$ cat config.mk
export PLATFORM = sky130hd
export DESIGN_NAME = swint_fanout
export DESIGN_NICKNAME = d
export VERILOG_FILES = /design/src/rtl/swint_pkg.sv /design/src/rtl/swint_field_decode.sv /design/src/rtl/swint_target_sel.sv /design/src/rtl/swint_pulse_bank.sv /design/src/rtl/swint_fanout.sv
export SDC_FILE = /design/constraint.sdc
export NUM_CORES = 1
export LEC_CHECK = 0
export ABC_AREA = 0
export BUFFER_PORTS_ARGS = -buffer_cell sky130_fd_sc_hd__clkbuf_2
export CAP_MARGIN = 20
export CORE_AREA = 4 4 471 473
export CTS_CLUSTER_SIZE = 30
export DETAILED_ROUTE_END_ITERATION = 7
export DIE_AREA = 0 0 475 477
export PLACE_DENSITY = 0.43
export SYNTH_ARGS = -nofsm -noshare
export SYNTH_HDL_FRONTEND = slang
export SYNTH_SLANG_ARGS = --single-unit
$ cat constraint.sdc
create_clock -name clk -period 3.9 [get_ports clk]
set_clock_uncertainty 0.2 [all_clocks]
set_input_delay 0.78 -clock clk [delete_from_list [all_inputs] [get_ports clk]]
set_output_delay 0.78 -clock clk [all_outputs]
set_load 0.03 [all_outputs]
$ cat src/rtl/swint_pkg.sv
package swint_pkg;

  // Field positions of the generation register word
  localparam int ID_LSB   = 0;
  localparam int ID_FLD_W = 4;
  localparam int LIST_LSB = 16;
  localparam int LIST_W   = 8;
  localparam int MODE_LSB = 24;
  localparam int MODE_W   = 2;
  localparam int MAX_CPUS = 8;

  typedef enum logic [MODE_W-1:0] {
    FLT_LIST   = 2'd0,
    FLT_OTHERS = 2'd1,
    FLT_SELF   = 2'd2,
    FLT_RSVD   = 2'd3
  } flt_mode_e;

  typedef struct packed {
    flt_mode_e             mode;
    logic [LIST_W-1:0]     list;
    logic [ID_FLD_W-1:0]   id;
  } swint_req_t;

  // Bit b set when CPU b is below the online count (count saturates at MAX_CPUS)
  function automatic logic [LIST_W-1:0] live_cpus(input logic [3:0] cnt);
    logic [LIST_W-1:0] m;
    for (int b = 0; b < LIST_W; b++) begin
      m[b] = (int'(cnt) > b);
    end
    return m;
  endfunction

  // Receiver set for one request before width trimming
  function automatic logic [LIST_W-1:0] pick_targets(
    input flt_mode_e         mode,
    input logic [LIST_W-1:0] list,
    input logic [LIST_W-1:0] self_oh,
    input logic [LIST_W-1:0] live
  );
    logic [LIST_W-1:0] t;
    unique case (mode)
      FLT_LIST:   t = list & live;
      FLT_OTHERS: t = live & ~self_oh;
      FLT_SELF:   t = self_oh & live;
      default:    t = '0;
    endcase
    return t;
  endfunction

endpackage

$ cat src/rtl/swint_field_decode.sv
module swint_field_decode
  import swint_pkg::*;
(
  input  logic [31:0] wr_data,
  output swint_req_t  req
);

  logic unused_fields;

  assign req.id   = wr_data[ID_LSB +: ID_FLD_W];
  assign req.list = wr_data[LIST_LSB +: LIST_W];
  assign req.mode = flt_mode_e'(wr_data[MODE_LSB +: MODE_W]);

  assign unused_fields = ^{wr_data[31:MODE_LSB+MODE_W], wr_data[LIST_LSB-1:ID_LSB+ID_FLD_W]};

endmodule

$ cat src/rtl/swint_target_sel.sv
module swint_target_sel
  import swint_pkg::*;
#(
  parameter int NUM_CPUS = 8,
  localparam int CPU_W = (NUM_CPUS > 1) ? $clog2(NUM_CPUS) : 1,
  localparam int CNT_W = $clog2(NUM_CPUS + 1)
) (
  input  swint_req_t          req,
  input  logic [CPU_W-1:0]    req_cpu,
  input  logic [CNT_W-1:0]    online_cnt,
  output logic [NUM_CPUS-1:0] tgt_mask,
  output logic                rsvd
);

  logic [LIST_W-1:0] self_oh;
  logic [LIST_W-1:0] live;
  logic [LIST_W-1:0] picked;

  assign self_oh  = LIST_W'(1) << req_cpu;
  assign live     = live_cpus(4'(online_cnt));
  assign picked   = pick_targets(req.mode, req.list, self_oh, live);
  assign tgt_mask = picked[NUM_CPUS-1:0];
  assign rsvd     = (req.mode == FLT_RSVD);

endmodule

$ cat src/rtl/swint_pulse_bank.sv
module swint_pulse_bank #(
  parameter int NUM_CPUS = 8,
  parameter int NUM_IDS  = 16,
  localparam int CPU_W  = (NUM_CPUS > 1) ? $clog2(NUM_CPUS) : 1,
  localparam int ID_W   = $clog2(NUM_IDS),
  localparam int PEND_W = NUM_CPUS * NUM_IDS,
  localparam int SRC_W  = PEND_W * NUM_CPUS
) (
  input  logic                clk,
  input  logic                rst_n,
  input  logic                fire,
  input  logic [NUM_CPUS-1:0] tgt_mask,
  input  logic [ID_W-1:0]     id,
  input  logic [CPU_W-1:0]    req_cpu,
  output logic [PEND_W-1:0]   pend_set,
  output logic [SRC_W-1:0]    src_set
);

  for (genvar c = 0; c < NUM_CPUS; c++) begin : g_cpu
    for (genvar i = 0; i < NUM_IDS; i++) begin : g_id
      localparam int K = c * NUM_IDS + i;
      logic hit;
      logic pend_r;

      assign hit = fire & tgt_mask[c] & (id == ID_W'(i));

      always_ff @(posedge clk) begin
        if (!rst_n) pend_r <= 1'b0;
        else        pend_r <= hit;
      end
      assign pend_set[K] = pend_r;

      for (genvar s = 0; s < NUM_CPUS; s++) begin : g_src
        logic src_r;
        always_ff @(posedge clk) begin
          if (!rst_n) src_r <= 1'b0;
          else        src_r <= hit & (req_cpu == CPU_W'(s));
        end
        assign src_set[K*NUM_CPUS + s] = src_r;
      end
    end
  end

endmodule

$ cat src/rtl/swint_fanout.sv
module swint_fanout
  import swint_pkg::*;
#(
  parameter int NUM_CPUS = 8,
  parameter int NUM_IDS  = 16,
  localparam int CPU_W  = (NUM_CPUS > 1) ? $clog2(NUM_CPUS) : 1,
  localparam int CNT_W  = $clog2(NUM_CPUS + 1),
  localparam int ID_W   = $clog2(NUM_IDS),
  localparam int PEND_W = NUM_CPUS * NUM_IDS,
  localparam int SRC_W  = PEND_W * NUM_CPUS
) (
  input  logic              clk,
  input  logic              rst_n,
  input  logic              wr_en,
  input  logic [31:0]       wr_data,
  input  logic [CPU_W-1:0]  req_cpu,
  input  logic [CNT_W-1:0]  online_cnt,
  output logic [31:0]       rd_data,
  output logic [PEND_W-1:0] pend_set,
  output logic [SRC_W-1:0]  src_set
);

  swint_req_t          req_f;
  logic [NUM_CPUS-1:0] tgt_mask;
  logic                rsvd;
  logic                fire;

  swint_field_decode u_decode (
    .wr_data (wr_data),
    .req     (req_f)
  );

  swint_target_sel #(.NUM_CPUS(NUM_CPUS)) u_target (
    .req        (req_f),
    .req_cpu    (req_cpu),
    .online_cnt (online_cnt),
    .tgt_mask   (tgt_mask),
    .rsvd       (rsvd)
  );

  assign fire = wr_en & ~rsvd;

  swint_pulse_bank #(.NUM_CPUS(NUM_CPUS), .NUM_IDS(NUM_IDS)) u_bank (
    .clk      (clk),
    .rst_n    (rst_n),
    .fire     (fire),
    .tgt_mask (tgt_mask),
    .id       (req_f.id[ID_W-1:0]),
    .req_cpu  (req_cpu),
    .pend_set (pend_set),
    .src_set  (src_set)
  );

  // Generation register is write-only
  assign rd_data = '0;

endmodule

==> flow_summary.ini <==
[status]
outcome = complete, no violations

[layout]
drive_gt1_frac = 0.399
fillCellCount = 23700
multi_input_area_um2 = 7840
regArea_um2 = 23100
final_nets = 4052
area_growth_pct = 14.0
final_cells = 6972

[power]
p_seq_frac = 0.450
switchingPower_mw = 6.66
p_comb_frac = 0.056
power_frac_clock = 0.494
intPower_mw = 19.5
power.leakage_nw = 18.8
fin_total_pwr_mw = 26.2
ir_drop_mv = 0.440
powerDensity_nw_per_um2 = 559
swShare = 0.254

[routing]
ant_nets = 0
firstDrtPassIters = 5
route.detailed.wl_per_inst_um = 26.1
drc = 0
vias = 27800
wirelength_um = 182000
dr.first_iter.drc_count = 1706
via_per_inst = 3.99

[cts]
cts_root_buffer = clkbuf_16
h-tree-depth = 4
cts_num_sinks = 1152
cts_buffers = 132
clk_pin_slew_ns = 0.06
cts_tree = done
cts_hold_buf = 0
post_cts_resized = 0
postCtsSetupBuffers = 0
cts_buffer_depth = 3

[yosys]
ys_warn_count = 0
ys_top_cells_by_area = dfxtp_1, buf_4, nor3_1
avgSynthCellArea_um2 = 10.1
ys.flop_type = dfxtp_1
synth_cell_types = 36
synth-edff-count = 0
synth_area_um2 = 41100
synth_largest_area_cell = dfxtp_1
synth_top_cell_area_share = 0.561
synth-seq-cells = 1152
synth_cells = 4053
synthArstFlopShare = 0
seq_area_frac_synth = 0.561

[floorplanning]
core-area_um2 = 217000
rows = 171
top_level_ports = 1226
die-area_um2 = 227000
dieWidth_um = 475
start_util = 0.189
die_h_um = 477

[worst_setup_path]
worst_setup_path_end_kind = register
cp-startpoint = wr_data[24]
startpoint_type = primary input
path_class = primary input to register
cp.required_ns = 4.45
crit_arrival_ns = 3.32
critPathMaxFanout = 45

[hold_path]
hold_start = wr_data[19]
hp-class = primary input to register

[sta]
finalCritPeriodShare = 0.712
rsz0062_at_grt = false
fin_setup_tns_ns = 0
relSlewSlack = 0.315
max_freq_ghz = 0.360
drv_slew = 0
whs_ns = 0.320
worst_pin_slew_ns = 1.03
layout_setup_ws_ns = 1.12
setup_viol = 0
finalHoldViolations = 0
fin_crit_ns = 2.78

[place]
place_ws_ns = 0.353
port_buffers = 1175
hpwl_um = 128000
gp_congestion = 0.768
dp.cells = 6726

[global_routing]
grt_use_total = 0.154
grt_pass1_vias = 27400
antenna_found_initial = 36
grt_max_degree = 124
grt-ovfl-total = 0
grt_pass1_wl_um = 242000

[flow_run]
drv_cap = 0
## cell usage after synthesis, types with 5 or more instances
cell type / instances
nor4_1: 370
nor2b_1: 5
buf_4: 1189
nor3_1: 754
buf_2: 115
buf_1: 31
nand3_1: 27
nor2_1: 20
mux2i_1: 8
nand2_1: 35
clkbuf_1: 228
buf_6: 11
and3b_1: 5
nor4_2: 12
nand2b_1: 9
nand4_1: 49
dfxtp_1: 1152
## layout by cell type, fill, tap and decap left out, types with 3 or more instances in the layout
| master | netlist | routed |
|---|---|---|
| and3b_1 | 5 | 5 |
| buf_12 | 0 | 39 |
| buf_4 | 1189 | 148 |
| bufinv_16 | 0 | 8 |
| clkbuf_1 | 228 | 26 |
| clkbuf_16 | 0 | 133 |
| clkbuf_2 | 0 | 1175 |
| clkbuf_8 | 0 | 27 |
| clkinv_16 | 0 | 6 |
| clkinv_2 | 0 | 12 |
| clkinv_4 | 0 | 5 |
| clkinv_8 | 0 | 3 |
| clkinvlp_4 | 0 | 6 |
| conb_1 | 1 | 32 |
| dfxtp_1 | 1152 | 1152 |
| diode_2 | 0 | 7 |
| ha_1 | 4 | 4 |
| inv_16 | 0 | 4 |
| inv_6 | 0 | 8 |
| mux2i_4 | 0 | 8 |
| nand2_1 | 35 | 12 |
| nand2_2 | 0 | 5 |
| nand2_4 | 0 | 18 |
| nand2b_1 | 9 | 8 |
| nand3_1 | 27 | 25 |
| nand4_1 | 49 | 49 |
| nor2_1 | 20 | 19 |
| nor2b_1 | 5 | 3 |
| nor3_1 | 754 | 754 |
| nor3b_4 | 3 | 4 |
| nor4_1 | 370 | 370 |
| nor4_2 | 12 | 12 |
| or2_2 | 4 | 4 |
## cells by family after synthesis
| group | Yosys count | synth area share |
|---|---|---|
| DFF | 1152 | 0.561 |
| and+or+nand+nor | 1306 | 0.176 |
| AOI/OAI and AO/OA | 4 | 0.000883 |
| adders and majority gates | 4 | 0.00122 |
| buffers and inverters | 1576 | 0.258 |
| other | 1 | 0.0000913 |
| muxes | 10 | 0.00250 |
## flip-flops by register name, summed over array words and instances (netlist names)
signal / cells
u_bank.g_cpu.g_id.g_src.src_r: 1024
u_bank.g_cpu.g_id.pend_r: 128
## per-layer routing
| metal | vias up | part of all wire | track usage | wire length (µm) |
|---|---|---|---|---|
| li1 | 12400 | - | - | - |
| met1 | 13800 | 0.41 | 0.183 | 74300 |
| met2 | 1380 | 0.48 | 0.260 | 87100 |
| met3 | 281 | 0.084 | 0.0483 | 15400 |
| met4 | 8 | 0.030 | 0.0522 | 5550 |
| met5 | - | 0.00027 | 0 | 50 |
## power groups by stage
stage	Clock [mW]	Sequential (mW)	Combinational, mW
global route	13.7	11.8	1.57
CTS	13.3	11.8	1.51
floorplan	0	12.0	0.830
global placement	0	12.0	1.50
finish	12.9	11.8	1.47
detailed placement	0	12.0	1.50
## worst paths after layout
| kind | slack [ns] | endpoint | cells after the start |
|---|---|---|---|
| max | 1.12 | u_bank.g_cpu[6].g_id[8].g_src[0].src_r | 8 |
| min | 0.32 | u_bank.g_cpu[3].g_id[11].pend_r | 3 |
## area by class of cell
cell class	instances	area share
tap	2854	0.0762
multi-input combinational	1356	0.167
antenna	7	0.000374
inverter	2	0.000160
timing repair buffer	1362	0.166
sequential	1152	0.492
clock buffer	186	0.0811
clock inverter	53	0.0166
## worst max-delay path, stage by stage
cell      delay [ns]
clkbuf_2        0.16
ha_1            0.31
nor3b_4         0.44
buf_4           0.32
nand4_1         0.13
buf_4           0.30
nor4_1          0.57
buf_4           0.21
## per-stage QoR
| step | instance area (µm²) | utilization |
|---|---|---|
| after global routing | 46800 | 0.216 |
| after detailed placement | 42200 | 0.195 |
| final | 46800 | 0.216 |
| after floorplan | 41200 | - |
| after CTS | 46800 | 0.216 |
| after global placement | 42200 | 0.195 |
(Power assumes the default switching activity.)
